### config.mk
export PLATFORM = sky130hd
export DESIGN_NAME = prio_intc
export DESIGN_NICKNAME = d
export VERILOG_FILES = /design/src/rtl/prio_intc_pkg.sv /design/src/rtl/prio_intc_src.sv /design/src/rtl/prio_intc_arb.sv /design/src/rtl/prio_intc.sv
export SDC_FILE = /design/constraint.sdc
export NUM_CORES = 1
export LEC_CHECK = 0
export BUFFER_PORTS_ARGS = -buffer_cell sky130_fd_sc_hd__buf_2
export CORE_MARGIN = 2
export CORE_UTILIZATION = 44
export CTS_CLUSTER_DIAMETER = 200
export DETAILED_ROUTE_END_ITERATION = 6
export HOLD_SLACK_MARGIN = 0.02
export PLACE_DENSITY_LB_ADDON = 0.08
export SYNTH_ARGS = -nofsm -noshare
export SYNTH_HDL_FRONTEND = slang
export SYNTH_SLANG_ARGS = --single-unit
### constraint.sdc
create_clock -name clk -period 17.9 [get_ports clk]
set_clock_uncertainty 0.1 [all_clocks]
set_input_delay 3.58 -clock clk [delete_from_list [all_inputs] [get_ports clk]]
set_output_delay 3.58 -clock clk [all_outputs]
set_load 0.02 [all_outputs]
### src/rtl/prio_intc_pkg.sv
package prio_intc_pkg;
   localparam int CTRL_W    = 8;
   localparam int MASK_POS  = 7;
   localparam int PEND_POS  = 6;
   localparam int MAX_LVL_W = 6;

   typedef enum logic [0:0] {
      ARB_TREE   = 1'b0,
      ARB_LINEAR = 1'b1
   } arb_style_e;

   function automatic logic [CTRL_W-1:0] ctrl_pack(
      input logic                 mask,
      input logic                 pend,
      input logic [MAX_LVL_W-1:0] lvl
   );
      logic [CTRL_W-1:0] b;
      b = '0;
      b[MASK_POS] = mask;
      b[PEND_POS] = pend;
      b[MAX_LVL_W-1:0] = lvl;
      return b;
   endfunction
endpackage

### src/rtl/prio_intc_src.sv
module prio_intc_src
   import prio_intc_pkg::*;
#(
   parameter int LVL_W  = 3,
   parameter int IDX_W  = 6,
   parameter int SRC_ID = 0
) (
   input  logic              clk,
   input  logic              rst_n,
   input  logic              req_i,
   input  logic              wr_en_i,
   input  logic [IDX_W-1:0]  wr_idx_i,
   input  logic [CTRL_W-1:0] wr_data_i,
   input  logic              ack_hit_i,
   output logic              mask_nx_o,
   output logic              pend_nx_o,
   output logic [LVL_W-1:0]  lvl_nx_o,
   output logic              mask_q_o,
   output logic              pend_q_o,
   output logic [LVL_W-1:0]  lvl_q_o,
   output logic              req_q_o
);
   localparam logic [IDX_W-1:0] MY_ID = IDX_W'(SRC_ID);

   logic wr_hit;
   logic edge_seen;

   assign wr_hit    = wr_en_i && (wr_idx_i == MY_ID);
   assign edge_seen = req_i && !req_q_o;

   always_comb begin
      mask_nx_o = mask_q_o;
      lvl_nx_o  = lvl_q_o;
      pend_nx_o = pend_q_o;
      if (wr_hit) begin
         mask_nx_o = wr_data_i[MASK_POS];
         lvl_nx_o  = wr_data_i[LVL_W-1:0];
         if (!wr_data_i[PEND_POS]) pend_nx_o = 1'b0;
      end
      if (ack_hit_i) pend_nx_o = 1'b0;
      if (edge_seen) pend_nx_o = 1'b1;
   end

   always_ff @(posedge clk or negedge rst_n) begin
      if (!rst_n) begin
         mask_q_o <= 1'b1;
         pend_q_o <= 1'b0;
         lvl_q_o  <= '1;
         req_q_o  <= 1'b0;
      end else begin
         mask_q_o <= mask_nx_o;
         pend_q_o <= pend_nx_o;
         lvl_q_o  <= lvl_nx_o;
         req_q_o  <= req_i;
      end
   end
endmodule

### src/rtl/prio_intc_arb.sv
module prio_intc_arb
   import prio_intc_pkg::*;
#(
   parameter int         NUM_SRC = 33,
   parameter int         LVL_W   = 3,
   parameter int         IDX_W   = 6,
   parameter arb_style_e STYLE   = ARB_TREE
) (
   input  logic [NUM_SRC-1:0]            elig_i,
   input  logic [NUM_SRC-1:0][LVL_W-1:0] lvl_i,
   output logic                          win_v_o,
   output logic [IDX_W-1:0]              win_idx_o,
   output logic [LVL_W-1:0]              win_lvl_o
);
   localparam int LEAVES = 1 << IDX_W;

   if (STYLE == ARB_TREE) begin : g_tree
      logic             nv [1:2*LEAVES-1];
      logic [IDX_W-1:0] ni [1:2*LEAVES-1];
      logic [LVL_W-1:0] nl [1:2*LEAVES-1];

      for (genvar g = 0; g < LEAVES; g++) begin : g_leaf
         if (g < NUM_SRC) begin : g_real
            assign nv[LEAVES+g] = elig_i[g];
            assign nl[LEAVES+g] = lvl_i[g];
            assign ni[LEAVES+g] = IDX_W'(g);
         end else begin : g_pad
            assign nv[LEAVES+g] = 1'b0;
            assign nl[LEAVES+g] = '1;
            assign ni[LEAVES+g] = '0;
         end
      end

      for (genvar g = 1; g < LEAVES; g++) begin : g_node
         logic take_left;
         assign take_left = nv[2*g] && (!nv[2*g+1] || (nl[2*g] <= nl[2*g+1]));
         assign nv[g] = nv[2*g] || nv[2*g+1];
         assign nl[g] = take_left ? nl[2*g] : nl[2*g+1];
         assign ni[g] = take_left ? ni[2*g] : ni[2*g+1];
      end

      assign win_v_o   = nv[1];
      assign win_idx_o = ni[1];
      assign win_lvl_o = nl[1];
   end else begin : g_linear
      always_comb begin
         win_v_o   = 1'b0;
         win_idx_o = '0;
         win_lvl_o = '1;
         for (int i = 0; i < NUM_SRC; i++) begin
            if (elig_i[i] && (!win_v_o || (lvl_i[i] < win_lvl_o))) begin
               win_v_o   = 1'b1;
               win_idx_o = IDX_W'(i);
               win_lvl_o = lvl_i[i];
            end
         end
      end
   end
endmodule

### src/rtl/prio_intc.sv
module prio_intc
   import prio_intc_pkg::*;
#(
   parameter int         NUM_SRC = 33,
   parameter int         LVL_W   = 3,
   parameter arb_style_e STYLE   = ARB_TREE,
   localparam int        IDX_W   = $clog2(NUM_SRC)
) (
   input  logic                clk,
   input  logic                rst_n,
   input  logic [NUM_SRC-1:0]  req_i,
   input  logic                wr_en_i,
   input  logic [IDX_W-1:0]    wr_idx_i,
   input  logic [CTRL_W-1:0]   wr_data_i,
   input  logic [IDX_W-1:0]    rd_idx_i,
   output logic [CTRL_W-1:0]   rd_data_o,
   input  logic                cpu_id_i,
   input  logic                cpu_np_i,
   input  logic                svc_active_i,
   input  logic [LVL_W-1:0]    svc_level_i,
   input  logic                ack_i,
   output logic                irq_valid_o,
   output logic [IDX_W-1:0]    irq_idx_o,
   output logic [LVL_W-1:0]    irq_level_o
);
   if (NUM_SRC < 2) begin : g_bad_num
      $error("prio_intc: NUM_SRC must be at least 2");
   end
   if (LVL_W < 1 || LVL_W > MAX_LVL_W) begin : g_bad_lvl
      $error("prio_intc: LVL_W must lie in 1..6 to fit the control byte");
   end

   logic [NUM_SRC-1:0]            mask_nx, pend_nx, mask_vec, pend_vec, req_q;
   logic [NUM_SRC-1:0][LVL_W-1:0] lvl_nx, lvl_vec;
   logic [NUM_SRC-1:0]            elig;
   logic                          gate_open;
   logic                          win_v;
   logic [IDX_W-1:0]              win_idx;
   logic [LVL_W-1:0]              win_lvl;

   assign gate_open = !cpu_id_i && !cpu_np_i;

   for (genvar s = 0; s < NUM_SRC; s++) begin : g_src
      logic ack_hit;
      assign ack_hit = ack_i && irq_valid_o && (irq_idx_o == IDX_W'(s));

      prio_intc_src #(
         .LVL_W  (LVL_W),
         .IDX_W  (IDX_W),
         .SRC_ID (s)
      ) u_src (
         .clk       (clk),
         .rst_n     (rst_n),
         .req_i     (req_i[s]),
         .wr_en_i   (wr_en_i),
         .wr_idx_i  (wr_idx_i),
         .wr_data_i (wr_data_i),
         .ack_hit_i (ack_hit),
         .mask_nx_o (mask_nx[s]),
         .pend_nx_o (pend_nx[s]),
         .lvl_nx_o  (lvl_nx[s]),
         .mask_q_o  (mask_vec[s]),
         .pend_q_o  (pend_vec[s]),
         .lvl_q_o   (lvl_vec[s]),
         .req_q_o   (req_q[s])
      );

      assign elig[s] = pend_nx[s] && !mask_nx[s] && gate_open &&
                       (!svc_active_i || (lvl_nx[s] < svc_level_i));
   end

   prio_intc_arb #(
      .NUM_SRC (NUM_SRC),
      .LVL_W   (LVL_W),
      .IDX_W   (IDX_W),
      .STYLE   (STYLE)
   ) u_arb (
      .elig_i    (elig),
      .lvl_i     (lvl_nx),
      .win_v_o   (win_v),
      .win_idx_o (win_idx),
      .win_lvl_o (win_lvl)
   );

   always_ff @(posedge clk or negedge rst_n) begin
      if (!rst_n) begin
         irq_valid_o <= 1'b0;
         irq_idx_o   <= '0;
         irq_level_o <= '0;
      end else begin
         irq_valid_o <= win_v;
         irq_idx_o   <= win_idx;
         irq_level_o <= win_lvl;
      end
   end

   always_comb begin
      rd_data_o = '0;
      for (int i = 0; i < NUM_SRC; i++) begin
         if (rd_idx_i == IDX_W'(i)) begin
            rd_data_o = ctrl_pack(mask_vec[i], pend_vec[i], MAX_LVL_W'(lvl_vec[i]));
         end
      end
   end
endmodule

==> impl_metrics.py, run 1 <==
metrics = {
    "power": {
        "p_per_area_nw_per_um2": 115,
        "p_leak_nw": 8.64,
        "pwr-share-comb": 0.452,
        "power_frac_clock": 0.266,
        "power_w": 0.00226,
        "p_int_w": 0.00132,
        "power_frac_seq": 0.282,
        "p_sw_frac": 0.415,
        "p_sw_w": 0.000936,
        "vdd_ir_drop_max_v": 0.0000911,
    },
    "job": {
        "drv_cap": 0,
    },
    "global_routing": {
        "grt_pass1_vias": 16170,
        "grt_pass1_wl_um": 101000,
        "grt_max_degree": 76,
        "grt-ovfl-total": 0,
        "antenna_found_initial": 1,
        "grt_usage": 0.320,
    },
    "route": {
        "drt_wl_total_um": 67900,
        "vias": 16770,
        "ant_nets": 0,
        "viasPerCell": 6.42,
        "drc": 0,
        "drt_iter0_markers": 1604,
        "dr.pass1.iters": 5,
        "wl_per_cell_um": 26.0,
    },
    "die": {
        "core_area_um2": 39900,
        "die_w_um": 206,
        "rows": 73,
        "start_util": 0.448,
        "io_pins": 81,
        "die_y_um": 206,
        "dieArea_um2": 42200,
    },
    "finish": {
        "layout.nets": 2271,
        "drive_above_1_share": 0.213,
        "nFillCells": 3833,
        "area_growth_pct": 9.86,
    },
    "clocking": {
        "cts_sinks": 208,
        "cts_buffer_depth": 3,
        "cts_resized": 0,
        "clk_pin_slew_ns": 0.06,
        "cts_buffers": 27,
        "cts-root-buf": "clkbuf_16",
        "cts_setup_buffers": 0,
        "postCtsHoldBufs": 0,
        "clk_latency_ns": 0.56,
        "cts_htree_levels": 1,
        "tritoncts": "built",
    },
    "setup_path": {
        "critPathArrivalTime_ns": 16.23,
        "cpMostUsedCell": "a21oi_1",
        "critPathRequiredTime_ns": 18.17,
        "critical_path.max_fanout": 42,
        "worst_setup_path_end_kind": "flop",
        "start_kind": "input pin",
        "crit_type": "in -> reg",
        "cp_slowest_stage_delay_ns": 0.77,
        "crit_slowest_cell": "a211oi_1",
    },
    "sta": {
        "slew_headroom": 0.323,
        "min_period_ns": 15.96,
        "fmax_ghz": 0.0627,
        "finalSetupViolCount": 0,
        "fin_hold_ws_ns": 0.380,
        "worst_pin_slew_ns": 1.01,
        "post-route-period-util": 0.892,
        "setup_slack_ns": 1.94,
        "tns_ns": 0,
        "rsz0062_at_grt": "no",
        "maxSlewViolCount": 0,
        "hold_viol_final": 0,
    },
    "synth": {
        "synth-main-ff-cell": "dfstp_2",
        "yosysTopAreaCell": "dfstp_2",
        "async_flop_share": 1.00,
        "ys_warn_count": 0,
        "syn_area_um2": 17900,
        "syn_area_per_cell_um2": 8.76,
        "synth_edf_count": 0,
        "synth.top_cells.by_count": "194 x inv_1, 159 x o21ai_0, 147 x nand3_1",
        "synth.most_common_cell": "inv_1",
        "synth.area.top_cells": "dfstp_2 19%, dfrtp_1 11%, ha_1 10%",
        "ys_ff_latch": 208,
        "synth_top_area_frac": 0.194,
        "synth_cells": 2040,
        "yosysSeqAreaShare": 0.301,
        "yosys.cell_types.count": 107,
    },
    "placement": {
        "place_ws_ns": 1.77,
        "numPortBuffers": 74,
        "finalWeightedCongestion": 1.00,
        "dp_hpwl_um": 49900,
    },
    "outcome": {
        "outcome": "finished, final reports clean",
    },
    "worst_hold_path": {
        "hp-class": "reg -> reg",
    },
}
-- cell type report --
| class | instances | area (um2) | area share |
|---|---|---|---|
| Antenna cell | 3 | 7.51 | 0.000382 |
| Clock buffer | 30 | 697 | 0.0355 |
| Clock inverter | 18 | 259 | 0.0132 |
| Inverter | 195 | 732 | 0.0373 |
| Multi-Input combinational cell | 1529 | 11300 | 0.576 |
| Sequential cell | 208 | 5370 | 0.274 |
| Tap cell | 525 | 657 | 0.0335 |
| Timing Repair Buffer | 103 | 601 | 0.0306 |
-- sequential cells by signal (all words and copies together), names as in the netlist --
name                  count
g_src.u_src.pend_q_o     33
irq_valid_o               1
irq_level_o               3
g_src.u_src.req_q_o      33
g_src.u_src.lvl_q_o      99
irq_idx_o                 6
g_src.u_src.mask_q_o     33
-- worst paths after layout --
check | slack, ns | cells after the start | endpoint | from
worst max register to register | 5.82 | 43 | irq_idx_o[0] | irq_idx_o[1]
max in group asynchronous | 13.39 | 2 | g_src[8].u_src.req_q_o | rst_n
min in group asynchronous | 2.89 | 1 | g_src[5].u_src.pend_q_o | rst_n
worst min-delay path | 0.38 | 2 | g_src[0].u_src.mask_q_o | g_src[0].u_src.mask_q_o
worst min register to register | 0.38 | 2 | g_src[0].u_src.mask_q_o | g_src[0].u_src.mask_q_o
worst max-delay path | 1.94 | 48 | irq_idx_o[0] | wr_idx_i[3]
-- cells by family (layout without fill, tap and decap cells) --
| logic type | Yosys count | in the layout | share of synthesized area |
|---|---|---|---|
| buffers and inverters | 305 | 346 | 0.0688 |
| AOI/OAI and AO/OA | 567 | 567 | 0.212 |
| adders and majority gates | 147 | 147 | 0.103 |
| other | 1 | 6 | 0.000210 |
| muxes | 167 | 167 | 0.107 |
| DFF | 208 | 208 | 0.301 |
| and+or+nand+nor | 645 | 645 | 0.209 |
-- layout by cell type (no fill, tap or decap), types with 10 or more instances in the layout --
master,count
o21a_1,31
mux2i_1,80
nand4b_1,11
dfrtp_1,76
buf_2,72
a31oi_1,44
a21o_1,16
nand2_1,134
nor4_1,10
nor2_1,96
buf_4,30
and2_1,46
nor3_1,20
a32o_1,24
ha_1,144
clkbuf_16,27
mux4_2,11
inv_1,194
a21oi_1,99
a32oi_1,18
o21ai_0,159
dfstp_2,132
and3_1,17
o31ai_1,12
nand4_1,14
nand3_1,147
a211oi_1,15
mux2_2,74
o22ai_1,11
or2_2,19
nor2b_1,27
and4b_1,10
o2111ai_1,10
-- critical path: cells and delay by family --
kind                       cells  cell delay (ns)
AOI/OAI and AO/OA             25             5.61
and+or+nand+nor                8             2.52
muxes                          5             2.06
adders and majority gates      6             1.57
buffers and inverters          4             0.81
-- metal layers --
metal / track usage / wire (um)
met5: 0 / 0
met1: 0.466 / 30700
met3: 0.0391 / 5560
met4: 0.107 / 2150
met2: 0.489 / 29400
-- metrics by stage --
step	util	cell area [um2]	std cells
3_3_place_gp	0.468	18700	2560
3_5_place_dp	0.468	18700	2560
5_1_grt	0.492	19600	2608
2_1_floorplan	-	17900	2042
6_report	0.492	19600	2611
4_1_cts	0.492	19600	2608
-- power by group through the flow --
stage,registers (W),logic (W),clock network [W]
4_1_cts,0.000632,0.00100,0.000608
3_5_place_dp,0.000638,0.000995,0
6_report,0.000636,0.00102,0.000601
2_1_floorplan,0.000616,0.000697,0
3_3_place_gp,0.000638,0.000976,0
5_1_grt,0.000640,0.00112,0.000627
No activity file was read; power rests on OpenSTA's default activity.
==> inputs of run 2 (changes only) <==
--- a/config.mk
+++ b/config.mk
@@ -5,6 +5,7 @@
 export SDC_FILE = /design/constraint.sdc
 export NUM_CORES = 1
 export LEC_CHECK = 0
+export ABC_AREA = 1
 export BUFFER_PORTS_ARGS = -buffer_cell sky130_fd_sc_hd__buf_2
 export CORE_MARGIN = 2
 export CORE_UTILIZATION = 44
==> impl_metrics.py, run 2 <==
metrics = {
    "finish": {
        "final_common_cell": "nand2_1",
        "drive_above_1_share": 0.165,
        "layout.nets": 2662,
        "top_register": "g_src.u_src.lvl_q_o",
        "fin_area_um2": 18100,
        "final_cell_mix": "733 x nand2_1, 309 x inv_1, 178 x nor2_1",
        "area_growth_pct": 11.1,
        "largest_reg_flops": 99,
    },
    "setup_path": {
        "r2r_end": "irq_level_o[0]",
        "critPathArrivalTime_ns": 13.21,
        "rr_worst_depth": 53,
        "cpMostUsedCell": "nand2_1",
        "worstSetupEndpoint": "irq_level_o[0]",
        "reg2reg_slack_ns": 8.07,
        "worst_setup_path_end_kind": "flop",
        "timing.rr.start": "irq_idx_o[5]",
        "start_kind": "input pin",
        "crit_type": "in -> reg",
        "crit_slowest_cell": "o21ai_0",
        "critPathRequiredTime_ns": 18.22,
        "critical_path.max_fanout": 10,
        "cp_slowest_stage_delay_ns": 0.54,
        "crit_start": "wr_idx_i[1]",
    },
    "synth": {
        "synth.area.top_cells": "dfstp_2 21%, nand2_1 17%, dfrtp_1 12%",
        "syn_area_um2": 16300,
        "synth.most_common_cell": "nand2_1",
        "yosys.area_share.simple": 0.329,
        "syn_area_per_cell_um2": 6.87,
        "async_flop_share": 1.00,
        "synth_compound_gate_area_share": 0.141,
        "synth_mux_area_frac": 0,
        "synth_cells": 2374,
        "synth_fa_ha_area_frac": 0.110,
        "ys_warn_count": 0,
        "yosys.cell_types.count": 54,
        "ys_ff_latch": 208,
        "synth.top_cells.by_count": "733 x nand2_1, 311 x inv_1, 178 x nor2_1",
        "synth_top_area_frac": 0.213,
        "yosysTopAreaCell": "dfstp_2",
        "synth_edf_count": 0,
        "synthXorXnorAreaFrac": 0.000537,
        "synth-main-ff-cell": "dfstp_2",
        "synth_top_family_by_area": "simple AND/OR/NAND/NOR gates",
        "yosysSeqAreaShare": 0.329,
    },
    "placement": {
        "finalWeightedCongestion": 0.963,
        "numPortBuffers": 74,
        "place_area_um2": 17200,
        "dp_hpwl_um": 42500,
    },
    "clocking": {
        "cts_htree_levels": 1,
        "cts_resized": 0,
        "cts-root-buf": "clkbuf_16",
        "postCtsHoldBufs": 0,
        "cts_buffers": 26,
        "cts_buffer_depth": 3,
        "clk_pin_slew_ns": 0.06,
        "cts_sinks": 208,
        "tritoncts": "built",
        "cts_setup_buffers": 0,
        "clk_latency_ns": 0.57,
    },
    "global_routing": {
        "grt_usage": 0.305,
        "grt_pass1_wl_um": 90200,
        "grt-ovfl-total": 0,
        "grt_max_degree": 89,
        "grt_pass1_vias": 15485,
        "antenna_found_initial": 2,
    },
    "worst_hold_path": {
        "whs_path_depth": 1,
        "hp-class": "reg -> reg",
    },
    "route": {
        "viasPerCell": 5.44,
        "ant_nets": 0,
        "dr.pass1.iters": 5,
        "wl_per_cell_um": 19.7,
        "met2WireLength_um": 25500,
        "top_layer": "met4",
        "drt_iter0_markers": 1242,
        "vias": 16007,
        "wl_met3_um": 3790,
        "drt_wl_total_um": 58000,
        "drc": 0,
        "wl_met1_um": 27200,
    },
    "sta": {
        "tns_ns": 0,
        "fmax_ghz": 0.0776,
        "rsz0062_at_grt": "no",
        "min_period_ns": 12.89,
        "maxSlewViolCount": 0,
        "post-route-period-util": 0.720,
        "worst_pin_slew_ns": 1.24,
        "finalSetupViolCount": 0,
        "hold_viol_final": 0,
        "slew_headroom": 0.165,
    },
    "power": {
        "vdd_ir_drop_max_v": 0.000115,
        "p_per_area_nw_per_um2": 118,
        "p_leak_nw": 8.91,
    },
    "die": {
        "dieArea_um2": 38600,
        "rows": 70,
        "die_y_um": 197,
        "io_pins": 81,
        "die_w_um": 197,
        "start_util": 0.446,
        "core_area_um2": 36600,
    },
    "job": {
        "drv_cap": 0,
    },
    "outcome": {
        "outcome": "finished, final reports clean",
    },
}
-- run 2: report_power, final --
group | total [W] | switching (W) | internal [W] | leakage [nW]
registers | 0.000614 | 0.0000425 | 0.000572 | 2.18
logic | 0.000951 | 0.000649 | 0.000303 | 6.28
clock network | 0.000571 | 0.000230 | 0.000342 | 0.450
-- run 2: cell type report --
cell class / count / area, um2
multi-input cells: 1793 / 9490
fillers: 3793 / 18500
repair buffers: 89 / 493
inverters: 337 / 1270
clock inverters: 15 / 160
well taps: 468 / 586
diodes: 2 / 5.00
flip-flops and latches: 208 / 5370
clock buffers: 33 / 758
-- run 2: worst min-delay path by stage --
stage	from	to	slack (ns)
after detailed placement	g_src[32].u_src.req_q_o	g_src[32].u_src.pend_q_o	0.33
after global routing	g_src[20].u_src.req_q_o	g_src[20].u_src.pend_q_o	0.36
after CTS	g_src[20].u_src.req_q_o	g_src[20].u_src.pend_q_o	0.35
final	g_src[20].u_src.req_q_o	g_src[20].u_src.pend_q_o	0.35
after global placement	g_src[32].u_src.req_q_o	g_src[32].u_src.pend_q_o	0.33
after floorplan	g_src[12].u_src.req_q_o	g_src[12].u_src.pend_q_o	0.30
-- run 2: stage by stage --
stage | setup WS [ns] | total power [W] | hold WS [ns] | std cells | util
after floorplan | 6.79 | 0.00127 | 0.303 | 2376 | -
after global placement | 4.78 | 0.00153 | 0.334 | 2895 | 0.470
after detailed placement | 4.64 | 0.00155 | 0.335 | 2895 | 0.470
after CTS | 5.20 | 0.00213 | 0.354 | 2943 | 0.495
after global routing | 3.99 | 0.00230 | 0.361 | 2944 | 0.495
final | 5.01 | 0.00214 | 0.350 | 2945 | 0.495
-- run 2: kinds of logic after synthesis --
family | after synthesis
and+or+nand+nor | 1237
AOI/OAI and AO/OA | 408
buffers and inverters | 375
DFF | 208
adders and majority gates | 144
xor gates and xnor gates | 1
other | 1
-- run 2: routing by layer --
metal | up-vias | GRT usage
met5 | - | 0
met4 | 0 | 0.0808
met3 | 91 | 0.0423
met2 | 521 | 0.486
met1 | 7477 | 0.434
li1 | 7918 | -
-- run 2: worst max-delay path, delay by kind of cell --
| kind | cells | cell delay [ns] |
|---|---|---|
| buffers and inverters | 7 | 0.85 |
| and+or+nand+nor | 33 | 4.26 |
| adders and majority gates | 6 | 1.81 |
| AOI/OAI and AO/OA | 11 | 2.69 |
==> inputs of run 3 (changes only) <==
==> constraint.sdc (replaced) <==
create_clock -name clk -period 13 [get_ports clk]
set_clock_uncertainty 0.1 [all_clocks]
set_input_delay 2.6 -clock clk [delete_from_list [all_inputs] [get_ports clk]]
set_output_delay 2.6 -clock clk [all_outputs]
set_load 0.02 [all_outputs]
==> impl_metrics.py, run 3 (synthesis gave the netlist of run 2 again) <==
metrics = {
    "outcome": {
        "outcome": "finished with violations",
        "violations": "DRC",
    },
    "global_routing": {
        "grt-ovfl-total": 0,
        "grt_usage": 0.305,
        "antenna_found_initial": 2,
        "grt_pass1_vias": 15527,
        "grt_pass1_wl_um": 90000,
        "grt_max_degree": 95,
    },
    "placement": {
        "numPortBuffers": 74,
        "finalWeightedCongestion": 0.946,
        "dp_cells": 2904,
        "place_ws_ns": 0.991,
        "dp_hpwl_um": 44100,
    },
    "setup_path": {
        "critPathArrivalTime_ns": 11.91,
        "path_buf_inv": 10,
        "crit_family": "simple AND/OR/NAND/NOR gates",
        "timing.rr.start": "irq_idx_o[1]",
        "cp_slowest_stage_delay_ns": 0.55,
        "start_kind": "input pin",
        "critPathRequiredTime_ns": 13.34,
        "cpMostUsedCell": "nand2_1",
        "critical_path.max_fanout": 10,
        "worst_setup_path_end_kind": "flop",
        "crit_type": "in -> reg",
        "crit_start": "wr_idx_i[1]",
        "crit_slowest_cell": "o21ai_0",
    },
    "die": {
        "rows": 70,
        "io_pins": 81,
        "core_area_um2": 36600,
        "die_w_um": 197,
        "dieArea_um2": 38600,
        "die_y_um": 197,
        "start_util": 0.446,
    },
    "sta": {
        "fmax_ghz": 0.0864,
        "finalSetupViolCount": 0,
        "rsz0062_at_grt": "no",
        "tns_ns": 0,
        "setup_slack_ns": 1.43,
        "worst_pin_slew_ns": 1.31,
        "min_period_ns": 11.57,
        "hold_viol_final": 0,
        "maxSlewViolCount": 0,
        "slew_headroom": 0.119,
        "post-route-period-util": 0.890,
    },
    "finish": {
        "nFillCells": 3756,
        "final_cell_mix": "733 x nand2_1, 309 x inv_1, 178 x nor2_1",
        "largest_reg_flops": 99,
        "layout.nets": 2672,
        "drive_above_1_share": 0.165,
        "seq_area_um2": 5370,
        "final_common_cell": "nand2_1",
        "final_cells": 2956,
        "area_growth_pct": 11.4,
        "top_register": "g_src.u_src.lvl_q_o",
        "multi_input_area_um2": 9490,
    },
    "clocking": {
        "cts_resized": 0,
        "cts_buffer_depth": 3,
        "cts_buffers": 27,
        "cts_setup_buffers": 0,
        "cts-root-buf": "clkbuf_16",
        "cts_htree_levels": 1,
        "cts_sinks": 208,
        "postCtsHoldBufs": 0,
        "clk_pin_slew_ns": 0.05,
        "tritoncts": "built",
        "clk_latency_ns": 0.57,
    },
    "worst_hold_path": {
        "hold_path.startpoint": "g_src[12].u_src.req_q_o",
        "hp-class": "reg -> reg",
    },
    "route": {
        "drc": 2,
        "wl_per_cell_um": 19.7,
        "dr.pass1.iters": 7,
        "ant_nets": 0,
        "drt_iter0_markers": 1302,
        "drt_wl_total_um": 58200,
        "vias": 16112,
        "viasPerCell": 5.45,
    },
    "power": {
        "pwr-share-comb": 0.451,
        "power_frac_seq": 0.289,
        "p_leak_nw": 8.95,
        "p_int_w": 0.00167,
        "p_sw_frac": 0.431,
        "power_frac_clock": 0.261,
        "vdd_ir_drop_max_v": 0.000163,
        "p_sw_w": 0.00126,
        "p_per_area_nw_per_um2": 161,
    },
    "job": {
        "drv_cap": 0,
    },
}
-- run 3: changes by cell type in the layout (fill, tap and decap cells not counted), sizes merged --
| cell | previous run | this run |
|---|---|---|
| bufinv | 3 | 1 |
| clkbuf | 33 | 47 |
| buf | 89 | 98 |
| inv | 334 | 335 |
| clkinv | 11 | 4 |
| clkinvlp | 4 | 0 |
-- run 3: final cells by class --
cell class              count  area share
repair buffers             98      0.0315
clock inverters             3     0.00241
inverters                 337      0.0698
well taps                 468      0.0322
multi-input cells        1793       0.522
flip-flops and latches    208       0.295
diodes                      2    0.000275
clock buffers              47      0.0462
-- run 3: worst paths after layout --
| check | cells past startpoint | end | slack, ns |
|---|---|---|---|
| min in group asynchronous | 1 | g_src[3].u_src.req_q_o | 2.00 |
| max in group asynchronous | 2 | g_src[4].u_src.pend_q_o | 9.43 |
| max reg2reg | 55 | irq_level_o[0] | 3.63 |
| max | 61 | irq_level_o[0] | 1.43 |
| min reg2reg | 1 | g_src[12].u_src.pend_q_o | 0.33 |
| min | 1 | g_src[12].u_src.pend_q_o | 0.33 |
-- run 3: metrics by stage --
stage | area [um2] | power (W) | hold WS (ns) | util
finish | 18200 | 0.00293 | 0.335 | 0.497
global route | 18200 | 0.00314 | 0.364 | 0.497
CTS | 18200 | 0.00292 | 0.343 | 0.497
detailed placement | 17300 | 0.00214 | 0.335 | 0.472
global placement | 17300 | 0.00211 | 0.316 | 0.472
floorplan | 16300 | 0.00175 | 0.303 | -
-- run 3: power groups by stage --
stage                     sequential, W  clock (W)  combinational, W
after floorplan                0.000847          0          0.000901
after global placement         0.000851          0           0.00126
after detailed placement       0.000851          0           0.00129
after CTS                      0.000843   0.000776           0.00130
after global routing           0.000856   0.000799           0.00148
final                          0.000845   0.000763           0.00132
-- run 3: routing by layer --
metal  track usage  vias up  share of wire
met5             0        -              0
met1         0.427     7515           0.46
met2         0.483      539           0.44
met3        0.0529      108          0.070
li1              -     7950              -
met4        0.0952        0          0.034
